==> config.mk <==
export PLATFORM = sky130hd
export DESIGN_NAME = otp_dai_ctrl
export DESIGN_NICKNAME = d
export VERILOG_FILES = /design/src/rtl/otp_dai_pkg.sv /design/src/rtl/otp_dai_partmap.sv /design/src/rtl/otp_dai_array.sv /design/src/rtl/otp_dai_fsm.sv /design/src/rtl/otp_dai_ctrl.sv
export SDC_FILE = /design/constraint.sdc
export NUM_CORES = 2
export LEC_CHECK = 0
export BUFFER_PORTS_ARGS = -buffer_cell sky130_fd_sc_hd__buf_2
export CORE_MARGIN = 2
export CORE_UTILIZATION = 30
export CTS_CLUSTER_DIAMETER = 40
export CTS_CLUSTER_SIZE = 30
export DETAILED_ROUTE_END_ITERATION = 12
export PLACE_DENSITY = 0.41
export SLEW_MARGIN = 20
export SYNTH_ARGS = -nofsm -noshare
export SYNTH_HDL_FRONTEND = slang
export SYNTH_SLANG_ARGS = --single-unit
==> constraint.sdc <==
create_clock -name clk_i -period 5.64 [get_ports clk_i]
set_clock_uncertainty 0.15 [all_clocks]
set_input_delay 1.128 -clock clk_i [delete_from_list [all_inputs] [get_ports clk_i]]
set_output_delay 1.128 -clock clk_i [all_outputs]
set_load 0.005 [all_outputs]
==> src/rtl/otp_dai_pkg.sv <==
package otp_dai_pkg;

    localparam int RD_PORTS = 3;

    typedef enum logic [2:0] {
        ERR_NONE      = 3'd0,
        ERR_MACRO     = 3'd1,
        ERR_ECC_FIX   = 3'd2,
        ERR_ECC_FATAL = 3'd3,
        ERR_BLANK     = 3'd4,
        ERR_LOCKED    = 3'd5,
        ERR_CHECK     = 3'd6,
        ERR_STATE     = 3'd7
    } dai_err_e;

    // Pairwise Hamming distance of at least 3 between all codes.
    typedef enum logic [5:0] {
        S_IDLE  = 6'b000111,
        S_RD    = 6'b011001,
        S_PRG   = 6'b101010,
        S_SCAN  = 6'b110100,
        S_STORE = 6'b000000,
        S_TERM  = 6'b111111
    } dai_state_e;

endpackage

==> src/rtl/otp_dai_partmap.sv <==
module otp_dai_partmap #(
    parameter int ADDR_W     = 11,
    parameter int NUM_PARTS  = 4,
    parameter int PART_WORDS = 16,
    parameter int IDX_W      = 6,
    parameter logic [NUM_PARTS-1:0] PART_IS64 = 4'b1100
) (
    input  logic [ADDR_W-1:0] addr_i,
    output logic              in_range_o,
    output logic              is64_o,
    output logic [IDX_W-1:0]  idx0_o,
    output logic [IDX_W-1:0]  idx1_o,
    output logic [IDX_W-1:0]  base_idx_o,
    output logic [IDX_W-1:0]  seal_idx_o
);
    localparam int WIDX_W = ADDR_W - 2;
    localparam int TOTAL  = NUM_PARTS * PART_WORDS;
    localparam int PW_LOG = $clog2(PART_WORDS);
    localparam int PART_W = IDX_W - PW_LOG;

    logic [WIDX_W-1:0] widx;
    logic [WIDX_W-1:0] aligned;
    logic [PART_W-1:0] part;
    logic              unused_lo;

    assign widx      = addr_i[ADDR_W-1:2];
    assign unused_lo = ^addr_i[1:0];
    assign part      = widx[PW_LOG +: PART_W];

    always_comb begin
        in_range_o = (32'(widx) < TOTAL);
        is64_o     = PART_IS64[part];
        aligned    = is64_o ? {widx[WIDX_W-1:1], 1'b0} : widx;
        idx0_o     = aligned[IDX_W-1:0];
        idx1_o     = {aligned[IDX_W-1:1], 1'b1};
        base_idx_o = {part, {PW_LOG{1'b0}}};
        seal_idx_o = {part, {PW_LOG{1'b1}}};
    end

endmodule

==> src/rtl/otp_dai_array.sv <==
module otp_dai_array
    import otp_dai_pkg::*;
#(
    parameter int WORDS  = 64,
    parameter int IDX_W  = 6,
    parameter int DATA_W = 32
) (
    input  logic                               clk_i,
    input  logic                               rst_ni,
    input  logic [RD_PORTS-1:0][IDX_W-1:0]     rd_idx_i,
    output logic [RD_PORTS-1:0][DATA_W-1:0]    rd_data_o,
    input  logic [1:0]                         we_i,
    input  logic [1:0][IDX_W-1:0]              wr_idx_i,
    input  logic [1:0][DATA_W-1:0]             wr_data_i
);
    logic [DATA_W-1:0] mem_q [WORDS];

    // Fuse model: a write can only set bits.
    for (genvar w = 0; w < WORDS; w++) begin : g_word
        always_ff @(posedge clk_i or negedge rst_ni) begin
            if (!rst_ni) begin
                mem_q[w] <= '0;
            end else if (we_i[0] && wr_idx_i[0] == IDX_W'(w)) begin
                mem_q[w] <= mem_q[w] | wr_data_i[0];
            end else if (we_i[1] && wr_idx_i[1] == IDX_W'(w)) begin
                mem_q[w] <= mem_q[w] | wr_data_i[1];
            end
        end
    end

    for (genvar p = 0; p < RD_PORTS; p++) begin : g_rd
        assign rd_data_o[p] = mem_q[rd_idx_i[p]];
    end

    // the controller never asks the store to drop a set bit
    a_r5_no_bit_cleared_p0: assert property (@(posedge clk_i) disable iff (!rst_ni)
        we_i[0] |-> ((wr_data_i[0] & mem_q[wr_idx_i[0]]) == mem_q[wr_idx_i[0]]));
    a_r5_no_bit_cleared_p1: assert property (@(posedge clk_i) disable iff (!rst_ni)
        we_i[1] |-> ((wr_data_i[1] & mem_q[wr_idx_i[1]]) == mem_q[wr_idx_i[1]]));

endmodule

==> src/rtl/otp_dai_fsm.sv <==
module otp_dai_fsm
    import otp_dai_pkg::*;
#(
    parameter int IDX_W      = 6,
    parameter int DATA_W     = 32,
    parameter int PART_WORDS = 16,
    parameter logic [DATA_W-1:0] DIGEST_SALT = 32'h5A5AC3C3
) (
    input  logic                            clk_i,
    input  logic                            rst_ni,
    input  logic                            escalate_i,
    input  logic [2:0]                      cmd_i,
    input  logic                            in_range_i,
    input  logic                            is64_i,
    input  logic [IDX_W-1:0]                idx0_i,
    input  logic [IDX_W-1:0]                idx1_i,
    input  logic [IDX_W-1:0]                base_idx_i,
    input  logic [IDX_W-1:0]                seal_idx_i,
    input  logic [DATA_W-1:0]               wdata0_i,
    input  logic [DATA_W-1:0]               wdata1_i,
    input  logic [RD_PORTS-1:0][DATA_W-1:0] rd_data_i,
    output logic [RD_PORTS-1:0][IDX_W-1:0]  rd_idx_o,
    output logic [1:0]                      we_o,
    output logic [1:0][IDX_W-1:0]           wr_idx_o,
    output logic [1:0][DATA_W-1:0]          wr_data_o,
    output logic [DATA_W-1:0]               rdata0_o,
    output logic [DATA_W-1:0]               rdata1_o,
    output logic [2:0]                      err_code_o,
    output logic                            done_o,
    output logic                            err_o,
    output logic                            idle_o
);
    localparam int PW_LOG = $clog2(PART_WORDS);
    localparam logic [PW_LOG-1:0] LAST_DATA = PW_LOG'(PART_WORDS - 2);

    dai_state_e        state_q, state_d;
    dai_err_e          code_q, fin_code;
    logic              fin, accept, enter_term;
    logic              locked, blank_viol, hits_seal;
    logic [PW_LOG-1:0] cnt_q;
    logic [DATA_W-1:0] acc_q;
    logic              done_q, err_q;
    logic [DATA_W-1:0] rdata0_q, rdata1_q;

    assign locked     = (rd_data_i[2] != '0);
    assign blank_viol = ((rd_data_i[0] & ~wdata0_i) != '0) ||
                        (is64_i && ((rd_data_i[1] & ~wdata1_i) != '0));
    assign hits_seal  = (idx0_i == seal_idx_i) || (is64_i && idx1_i == seal_idx_i);
    assign accept     = (state_q == S_IDLE) && $onehot(cmd_i);

    assign rd_idx_o[0] = (state_q == S_SCAN) ? {base_idx_i[IDX_W-1:PW_LOG], cnt_q} : idx0_i;
    assign rd_idx_o[1] = idx1_i;
    assign rd_idx_o[2] = seal_idx_i;

    assign wr_idx_o[0]  = (state_q == S_STORE) ? seal_idx_i : idx0_i;
    assign wr_idx_o[1]  = idx1_i;
    assign wr_data_o[0] = (state_q == S_STORE) ? (acc_q ^ DIGEST_SALT) : wdata0_i;
    assign wr_data_o[1] = wdata1_i;

    // State register
    always_ff @(posedge clk_i or negedge rst_ni) begin
        if (!rst_ni) state_q <= S_IDLE;
        else         state_q <= state_d;
    end

    // Next state and store controls
    always_comb begin
        state_d  = state_q;
        we_o     = 2'b00;
        fin      = 1'b0;
        fin_code = ERR_NONE;
        unique case (state_q)
            S_IDLE: begin
                if (accept) begin
                    if (cmd_i[0])      state_d = S_RD;
                    else if (cmd_i[1]) state_d = S_PRG;
                    else               state_d = S_SCAN;
                end
            end
            S_RD: begin
                fin     = 1'b1;
                state_d = S_IDLE;
                if (!in_range_i) fin_code = ERR_LOCKED;
            end
            S_PRG: begin
                fin     = 1'b1;
                state_d = S_IDLE;
                if (!in_range_i || hits_seal || locked) begin
                    fin_code = ERR_LOCKED;
                end else if (blank_viol) begin
                    fin_code = ERR_BLANK;
                end else begin
                    we_o = {is64_i, 1'b1};
                end
            end
            S_SCAN: begin
                if (cnt_q == '0 && (!in_range_i || locked)) begin
                    fin      = 1'b1;
                    fin_code = ERR_LOCKED;
                    state_d  = S_IDLE;
                end else if (cnt_q == LAST_DATA) begin
                    state_d = S_STORE;
                end
            end
            S_STORE: begin
                we_o    = 2'b01;
                fin     = 1'b1;
                state_d = S_IDLE;
            end
            S_TERM: state_d = S_TERM;
            default: state_d = S_TERM;
        endcase
        if (escalate_i) begin
            state_d = S_TERM;
            we_o    = 2'b00;
            fin     = 1'b0;
        end
    end

    assign enter_term = (state_d == S_TERM) && (state_q != S_TERM);

    // Registered outputs and datapath
    always_ff @(posedge clk_i or negedge rst_ni) begin
        if (!rst_ni) begin
            code_q   <= ERR_NONE;
            done_q   <= 1'b0;
            err_q    <= 1'b0;
            cnt_q    <= '0;
            acc_q    <= '0;
            rdata0_q <= '0;
            rdata1_q <= '0;
        end else begin
            done_q <= fin;
            err_q  <= enter_term || (fin && fin_code != ERR_NONE);
            if (enter_term)  code_q <= ERR_STATE;
            else if (accept) code_q <= ERR_NONE;
            else if (fin)    code_q <= fin_code;
            if (accept) begin
                cnt_q <= '0;
                acc_q <= '0;
            end else if (state_q == S_SCAN) begin
                cnt_q <= cnt_q + 1'b1;
                acc_q <= acc_q ^ rd_data_i[0];
            end
            if (state_q == S_RD && in_range_i && !escalate_i) begin
                rdata0_q <= rd_data_i[0];
                rdata1_q <= is64_i ? rd_data_i[1] : '0;
            end
        end
    end

    assign err_code_o = code_q;
    assign done_o     = done_q;
    assign err_o      = err_q;
    assign rdata0_o   = rdata0_q;
    assign rdata1_o   = rdata1_q;
    assign idle_o     = (state_q == S_IDLE);

    // completion is a single-cycle pulse
    a_r8_done_single: assert property (@(posedge clk_i) disable iff (!rst_ni)
        done_o |=> !done_o);
    // an error pulse always carries a code
    a_r8_err_has_code: assert property (@(posedge clk_i) disable iff (!rst_ni)
        err_o |-> (err_code_o != 3'd0));
    // escalation lands in the terminal code on the next edge
    a_r9_escalate_term: assert property (@(posedge clk_i) disable iff (!rst_ni)
        escalate_i |=> (err_code_o == 3'd7 && !idle_o));
    // the terminal code never leaves
    a_r9_term_sticky: assert property (@(posedge clk_i) disable iff (!rst_ni)
        (err_code_o == 3'd7) |=> (err_code_o == 3'd7));

endmodule

==> src/rtl/otp_dai_ctrl.sv <==
module otp_dai_ctrl
    import otp_dai_pkg::*;
#(
    parameter int ADDR_W     = 11,
    parameter int DATA_W     = 32,
    parameter int NUM_PARTS  = 4,
    parameter int PART_WORDS = 16,
    parameter logic [NUM_PARTS-1:0] PART_IS64   = 4'b1100,
    parameter logic [DATA_W-1:0]    DIGEST_SALT = 32'h5A5AC3C3
) (
    input  logic              clk_i,
    input  logic              rst_ni,
    input  logic              escalate_i,
    input  logic              addr_we_i,
    input  logic [ADDR_W-1:0] addr_i,
    input  logic              wdata0_we_i,
    input  logic [DATA_W-1:0] wdata0_i,
    input  logic              wdata1_we_i,
    input  logic [DATA_W-1:0] wdata1_i,
    input  logic [2:0]        cmd_i,
    output logic              regwen_o,
    output logic              idle_o,
    output logic [DATA_W-1:0] rdata0_o,
    output logic [DATA_W-1:0] rdata1_o,
    output logic [2:0]        err_code_o,
    output logic              done_o,
    output logic              err_o
);
    localparam int WORDS = NUM_PARTS * PART_WORDS;
    localparam int IDX_W = $clog2(WORDS);

    logic [ADDR_W-1:0] addr_q;
    logic [DATA_W-1:0] wd0_q, wd1_q;
    logic              in_range, is64;
    logic [IDX_W-1:0]  idx0, idx1, base_idx, seal_idx;
    logic [RD_PORTS-1:0][IDX_W-1:0]  rd_idx;
    logic [RD_PORTS-1:0][DATA_W-1:0] rd_data;
    logic [1:0]                      we;
    logic [1:0][IDX_W-1:0]           wr_idx;
    logic [1:0][DATA_W-1:0]          wr_data;
    logic                            idle;

    assign regwen_o = idle;
    assign idle_o   = idle;

    always_ff @(posedge clk_i or negedge rst_ni) begin
        if (!rst_ni) begin
            addr_q <= '0;
            wd0_q  <= '0;
            wd1_q  <= '0;
        end else if (regwen_o) begin
            if (addr_we_i)   addr_q <= addr_i;
            if (wdata0_we_i) wd0_q  <= wdata0_i;
            if (wdata1_we_i) wd1_q  <= wdata1_i;
        end
    end

    otp_dai_partmap #(
        .ADDR_W(ADDR_W), .NUM_PARTS(NUM_PARTS), .PART_WORDS(PART_WORDS),
        .IDX_W(IDX_W), .PART_IS64(PART_IS64)
    ) u_partmap (
        .addr_i(addr_q), .in_range_o(in_range), .is64_o(is64),
        .idx0_o(idx0), .idx1_o(idx1), .base_idx_o(base_idx), .seal_idx_o(seal_idx)
    );

    otp_dai_array #(.WORDS(WORDS), .IDX_W(IDX_W), .DATA_W(DATA_W)) u_array (
        .clk_i(clk_i), .rst_ni(rst_ni), .rd_idx_i(rd_idx), .rd_data_o(rd_data),
        .we_i(we), .wr_idx_i(wr_idx), .wr_data_i(wr_data)
    );

    otp_dai_fsm #(
        .IDX_W(IDX_W), .DATA_W(DATA_W), .PART_WORDS(PART_WORDS), .DIGEST_SALT(DIGEST_SALT)
    ) u_fsm (
        .clk_i(clk_i), .rst_ni(rst_ni), .escalate_i(escalate_i), .cmd_i(cmd_i),
        .in_range_i(in_range), .is64_i(is64), .idx0_i(idx0), .idx1_i(idx1),
        .base_idx_i(base_idx), .seal_idx_i(seal_idx), .wdata0_i(wd0_q), .wdata1_i(wd1_q),
        .rd_data_i(rd_data), .rd_idx_o(rd_idx), .we_o(we), .wr_idx_o(wr_idx),
        .wr_data_o(wr_data), .rdata0_o(rdata0_o), .rdata1_o(rdata1_o),
        .err_code_o(err_code_o), .done_o(done_o), .err_o(err_o), .idle_o(idle)
    );

    // staged operands are frozen while writes are disabled
    a_r4_staging_frozen: assert property (@(posedge clk_i) disable iff (!rst_ni)
        !regwen_o |=> ($stable(addr_q) && $stable(wd0_q) && $stable(wd1_q)));

endmodule

==> PnR_summary.wiki <==
{| class="wikitable"
! Metric !! Value
|-
| Largest family of logic cells by synthesized area || compound AO/OA/AOI/OAI gates
|-
| Tcrit/Tclk final || 106%
|-
| Maximum operating frequency || about 0.17 GHz
|-
| Basic-gate share of the synthesized area counting and, or, nand and nor cells || 7.60%
|-
| # setup viols final || 1787
|-
| Total standard cell area after synthesis || 0.111 mm²
|-
| Adder-cell share of the synthesized area || 0.0519%
|-
| Largest fanout on the critical path || 11
|-
| FF-to-FF End || u_array.mem_q[387]$_DFFE_PN0P_
|-
| Switching power share of the total || 22.7%
|-
| Clock buffer count from CTS || 446
|-
| Post-Syn Area per Cell || 11.3 µm²
|-
| Slew Limit Headroom || between 10% and 20%
|-
| Slowest stage delay, CP || 0.63 ns
|-
| Worst min path class || in -> async
|-
| Cell with the largest stage delay on the worst path || sky130_fd_sc_hd__dfstp_2
|-
| Routed Wire Length || 715000 µm
|-
| Number of fillers in the final layout || 35000
|-
| Portion of the post-synthesis area used by sequential elements || 50.4%
|-
| Type of the setup path with the least slack || reg -> reg
|-
| First-pass GRT wire length || ~950000 µm
|-
| Starting density of the core || 30.1%
|-
| # rows || 223
|-
| Num ports || between 150 and 200
|-
| Reg2reg start || u_fsm.state_q[2]$_DFF_PN1_
|-
| Yosys warning total || 0
|-
| Placed cell count || 15200
|-
| Routed WL per cell || 43.7 µm
|-
| H-tree depth || 5
|-
| Post-layout minimum cycle time || a little under 6 ns
|-
| Result of the run || complete, but fails checks
|-
| Number of design-rule violations left by the first detailed-router iteration || 15900
|-
| Xor/xnor share of the synthesized area || 0.142%
|-
| Net Count, Synth || just under 10000
|-
| Via count normalized by instance count || between 6 and 7
|-
| Global-route track usage on met3 || just over 10%
|-
| DRC violation count after routing || 0
|-
| Critical Path RT || 6.36 ns
|-
| EDFF count, synth || 0
|-
| Post-synthesis cell type count || 101
|-
| Number of pins exceeding their max-slew limit in the final report || 0
|-
| Sink count of the clock tree || about 2200
|-
| Global-route layer with the greatest usage || met2
|-
| Root cell of the clock tree || sky130_fd_sc_hd__clkbuf_16
|-
| Number of nets in the finished design || approximately 11000
|-
| Worst setup slack after layout || -0.326 ns
|-
| Detailed placement HPWL || 467000 µm
|-
| Share of flip-flops with an asynchronous set or reset || 100%
|-
| Cell-by-cell trace of the critical path || nand2b_2 > buf_12 > buf_4 > buf_4 > o21ai_0 > buf_4 > o21ai_1 > buf_4 > a221oi_1 > o22ai_2 > buf_4 > or4_4 > nor2_2 > a2111oi_1 > nand4_1 > buf_6 > nor4_4 > buf_6 > buf_12 > buf_16 > buf_16 > clkbuf_16 > a31o_2
|-
| Overflow left after global routing || 0
|-
| Worst path arrival time || between 6 and 7 ns
|-
| Synthesized instance count || 9791
|-
| Antenna violations before repair || between 80 and 90
|-
| Core utilization of the finished layout || between 40% and 50%
|-
| Synthesized-area fraction occupied by ao, oa, aoi and oai cells || 28.6%
|-
| Ratio of cells with drive above 1 in the final layout || between 30% and 40%
|-
| Power dissipated by switching net loads || just over 0.01 W
|-
| Worst Setup Start Kind || register
|-
| Core area || 0.369 mm²
|-
| Clock tree buffer depth || 4
|-
| Post-CTS clock slew at the launch and capture registers of the worst setup and hold paths || 0.05 ns
|-
| Number of standard cells in the final layout excluding fillers || 16400
|-
| Final estimated routing congestion in global placement || 0.976
|-
| Overall routing resource usage || 36.5%
|-
| Insertion delay of the later-clocked pin in the worst-skew pair || 1.02 ns
|-
| Drt first pass iters || 8
|-
| Clock network power share || 63.5%
|-
| Portion of netlist area occupied by mux cells || 7.09%
|-
| Post-DRT Antenna Nets || 0
|-
| Place WS || -1.35 ns
|-
| Global-route met2 utilization || a little over half
|-
| Die Y || 612 µm
|-
| Comb pwr share || 1.0%
|-
| Vias post-DR || 110000
|-
| Area occupied by multi-input gates || 0.0509 mm²
|-
| Leak Pwr || 78.7 nW
|-
| RSZ-0062 raised after global routing || yes
|-
| Setup crit end kind || register
|-
| Reg2Reg Setup Slack || -0.33 ns
|-
| GR met1 Demand/Resource || between 40% and 50%
|-
| Maximum number of pins on one net before global-route repair || 156
|-
| Register bit total from synthesis || 2232
|-
| Violations in the final reports || setup timing
|-
| Hold Violations, Final || 0
|-
| Count of port buffers added during placement || between 150 and 200
|-
| Cell seen most often among critical-path stages || sky130_fd_sc_hd__buf_4
|-
| Path depth of the worst reg2reg path || 23
|-
| Flop pwr share || 35.5%
|-
| Clock tree from TritonCTS || yes
|-
| Ys flop type || sky130_fd_sc_hd__dfrtp_1
|-
| Internal power || 0.0349 W
|-
| Ratio of total power to cell area || approximately 300 mW/mm²
|-
| Vias in the first global route || 105000
|-
| Total Die Area || ~0.37 mm²
|-
| Max-capacitance violation count || 0
|-
| Die X-Extent || ~610 µm
|-
| Actual slew at the worst max-slew pin || 1.26 ns
|-
| Worst vdd ir || 0.000269 V
|-
| FF+latch area || 0.0559 mm²
|-
| Growth of design area from synthesis to finish || 36.2%
|}
metrics by stage:
step	power [W]	instance area (µm²)	hold slack (ns)	TNS, ns
detailed placement	0.0168	127000	0.209	-2277.29
global route	0.0462	151000	0.106	-403.14
finish	0.0452	151000	0.0883	-371.40
CTS	0.0453	147000	0.0680	-288.86
floorplan	0.0163	111000	0.271	0
global placement	0.0168	127000	0.208	-2321.30
metal layers:
metal	up-vias	wire (µm)
met5	-	318
met4	36	51900
met3	1821	76500
met2	7577	300000
met1	58300	286000
li1	41800	-
sequential cells by signal, indices dropped and copies added (netlist names):
| signal | cells |
|---|---|
| u_fsm.err_o | 1 |
| u_fsm.state_q | 6 |
| u_fsm.cnt_q | 4 |
| u_fsm.done_o | 1 |
| wd1_q | 32 |
| u_fsm.err_code_o | 3 |
| wd0_q | 32 |
| u_fsm.acc_q | 32 |
| u_array.mem_q | 2048 |
| addr_q | 9 |
| u_fsm.rdata1_o | 32 |
| u_fsm.rdata0_o | 32 |
how the worst max path moves through the flow:
stage / depth (start not counted) / slack [ns] / from / endpoint
after floorplan: 22 / 0.81 / u_fsm.state_q[2]$_DFF_PN1_ / u_array.mem_q[448]$_DFFE_PN0P_
after global placement: 18 / -1.35 / u_fsm.state_q[3]$_DFF_PN0_ / u_array.mem_q[1863]$_DFFE_PN0P_
after detailed placement: 18 / -1.35 / u_fsm.state_q[3]$_DFF_PN0_ / u_array.mem_q[1809]$_DFFE_PN0P_
after CTS: 21 / -0.28 / u_fsm.state_q[1]$_DFF_PN1_ / u_array.mem_q[1612]$_DFFE_PN0P_
after global routing: 23 / -0.31 / addr_q[7]$_DFFE_PN0P_ / u_array.mem_q[1103]$_DFFE_PN0P_
final: 23 / -0.33 / u_fsm.state_q[2]$_DFF_PN1_ / u_array.mem_q[387]$_DFFE_PN0P_
cells in the mapped netlist (83+ instances only):
library cell	instances	area share [%]
sky130_fd_sc_hd__o21ai_0	271	1.2
sky130_fd_sc_hd__mux4_2	107	2.2
sky130_fd_sc_hd__o211ai_1	103	0.70
sky130_fd_sc_hd__mux2_2	135	1.4
sky130_fd_sc_hd__mux2i_1	391	3.5
sky130_fd_sc_hd__dfrtp_1	2229	50
sky130_fd_sc_hd__buf_2	238	1.1
sky130_fd_sc_hd__buf_1	122	0.41
sky130_fd_sc_hd__nand2_1	620	2.1
sky130_fd_sc_hd__a21o_1	114	0.77
sky130_fd_sc_hd__a21oi_1	343	1.5
sky130_fd_sc_hd__a211oi_1	140	0.95
sky130_fd_sc_hd__nand3_1	221	1.0
sky130_fd_sc_hd__a41o_1	1545	14
sky130_fd_sc_hd__buf_6	93	0.94
sky130_fd_sc_hd__o22ai_1	109	0.61
sky130_fd_sc_hd__buf_4	117	0.79
sky130_fd_sc_hd__a31o_1	187	1.5
sky130_fd_sc_hd__a31o_2	148	1.2
sky130_fd_sc_hd__nor4_1	91	0.51
sky130_fd_sc_hd__clkbuf_1	764	2.6
sky130_fd_sc_hd__a22oi_1	83	0.56
sky130_fd_sc_hd__nor2_1	245	0.83
sky130_fd_sc_hd__and3_1	188	1.1
sky130_fd_sc_hd__nor3_1	105	0.47
critical path: cells and delay by family, from the launching register on:
family          cells  cell delay [ns]
buf+inv            12             2.36
compound gates      6             1.55
simple gates        5             1.05
flops               1             0.63
cell families (layout without fill, tap and decap cells):
| family | count (synthesis) | in the layout |
|---|---|---|
| compound gates | 3764 | 3764 |
| flops | 2232 | 2232 |
| simple gates | 1730 | 1733 |
| buf+inv | 1408 | 2984 |
| mux | 635 | 635 |
| xor+xnor | 18 | 18 |
| fa+ha+maj | 4 | 4 |
| other cells | 0 | 37 |
area by class of cell:
cell class	count	area share [%]
flip-flops and latches	2232	37.0
multi-input cells	6154	33.7
repair buffers	2097	14.4
clock buffers	575	8.21
well taps	4950	4.10
clock inverters	252	2.43
inverters	60	0.149
diodes	37	0.0613
power groups by stage:
stage          clock network, W    logic, W  registers [W]
2_1_floorplan                 0  0.00000336         0.0163
3_3_place_gp                  0    0.000449         0.0163
3_5_place_dp                  0    0.000458         0.0163
4_1_cts                  0.0288    0.000458         0.0160
5_1_grt                  0.0296    0.000498         0.0160
6_report                 0.0287    0.000439         0.0160
cells in the final DEF, fill, tap and decap left out, drive strengths merged, types with 25 or more instances in the layout:
cell,count
bufinv,73
a2111oi,70
clkinvlp,47
nand2,629
a41o,1545
dfrtp,2229
nand4,45
o22ai,109
and2,38
a22oi,83
o22a,25
o21bai,66
o211ai,103
and3,188
a21boi,31
o2111ai,41
a221oi,80
nor4,92
a211oi,141
or3,41
diode,37
mux2i,391
buf,2034
a211o,26
mux4,107
nor2,249
mux2,137
o21ai,280
a21o,114
a32oi,28
clkbuf,626
a21oi,348
nand3,222
a31oi,56
clkinv,105
nor3,105
a31o,335
o211a,33
o221ai,33
inv,87
what timing repair did:
| item | 4_1_cts | 5_1_grt |
|---|---|---|
| endpoints found under the hold margin | 0 | 0 |
| gates resized for setup | 347 | 383 |
| pin swaps | 78 | 137 |
| hold buffers | 0 | 0 |
| cloned | 29 | 65 |
| endpoints found under the setup margin | 1858 | 1858 |
| buffers inserted | 157 | 101 |
(Power assumes the default switching activity.)
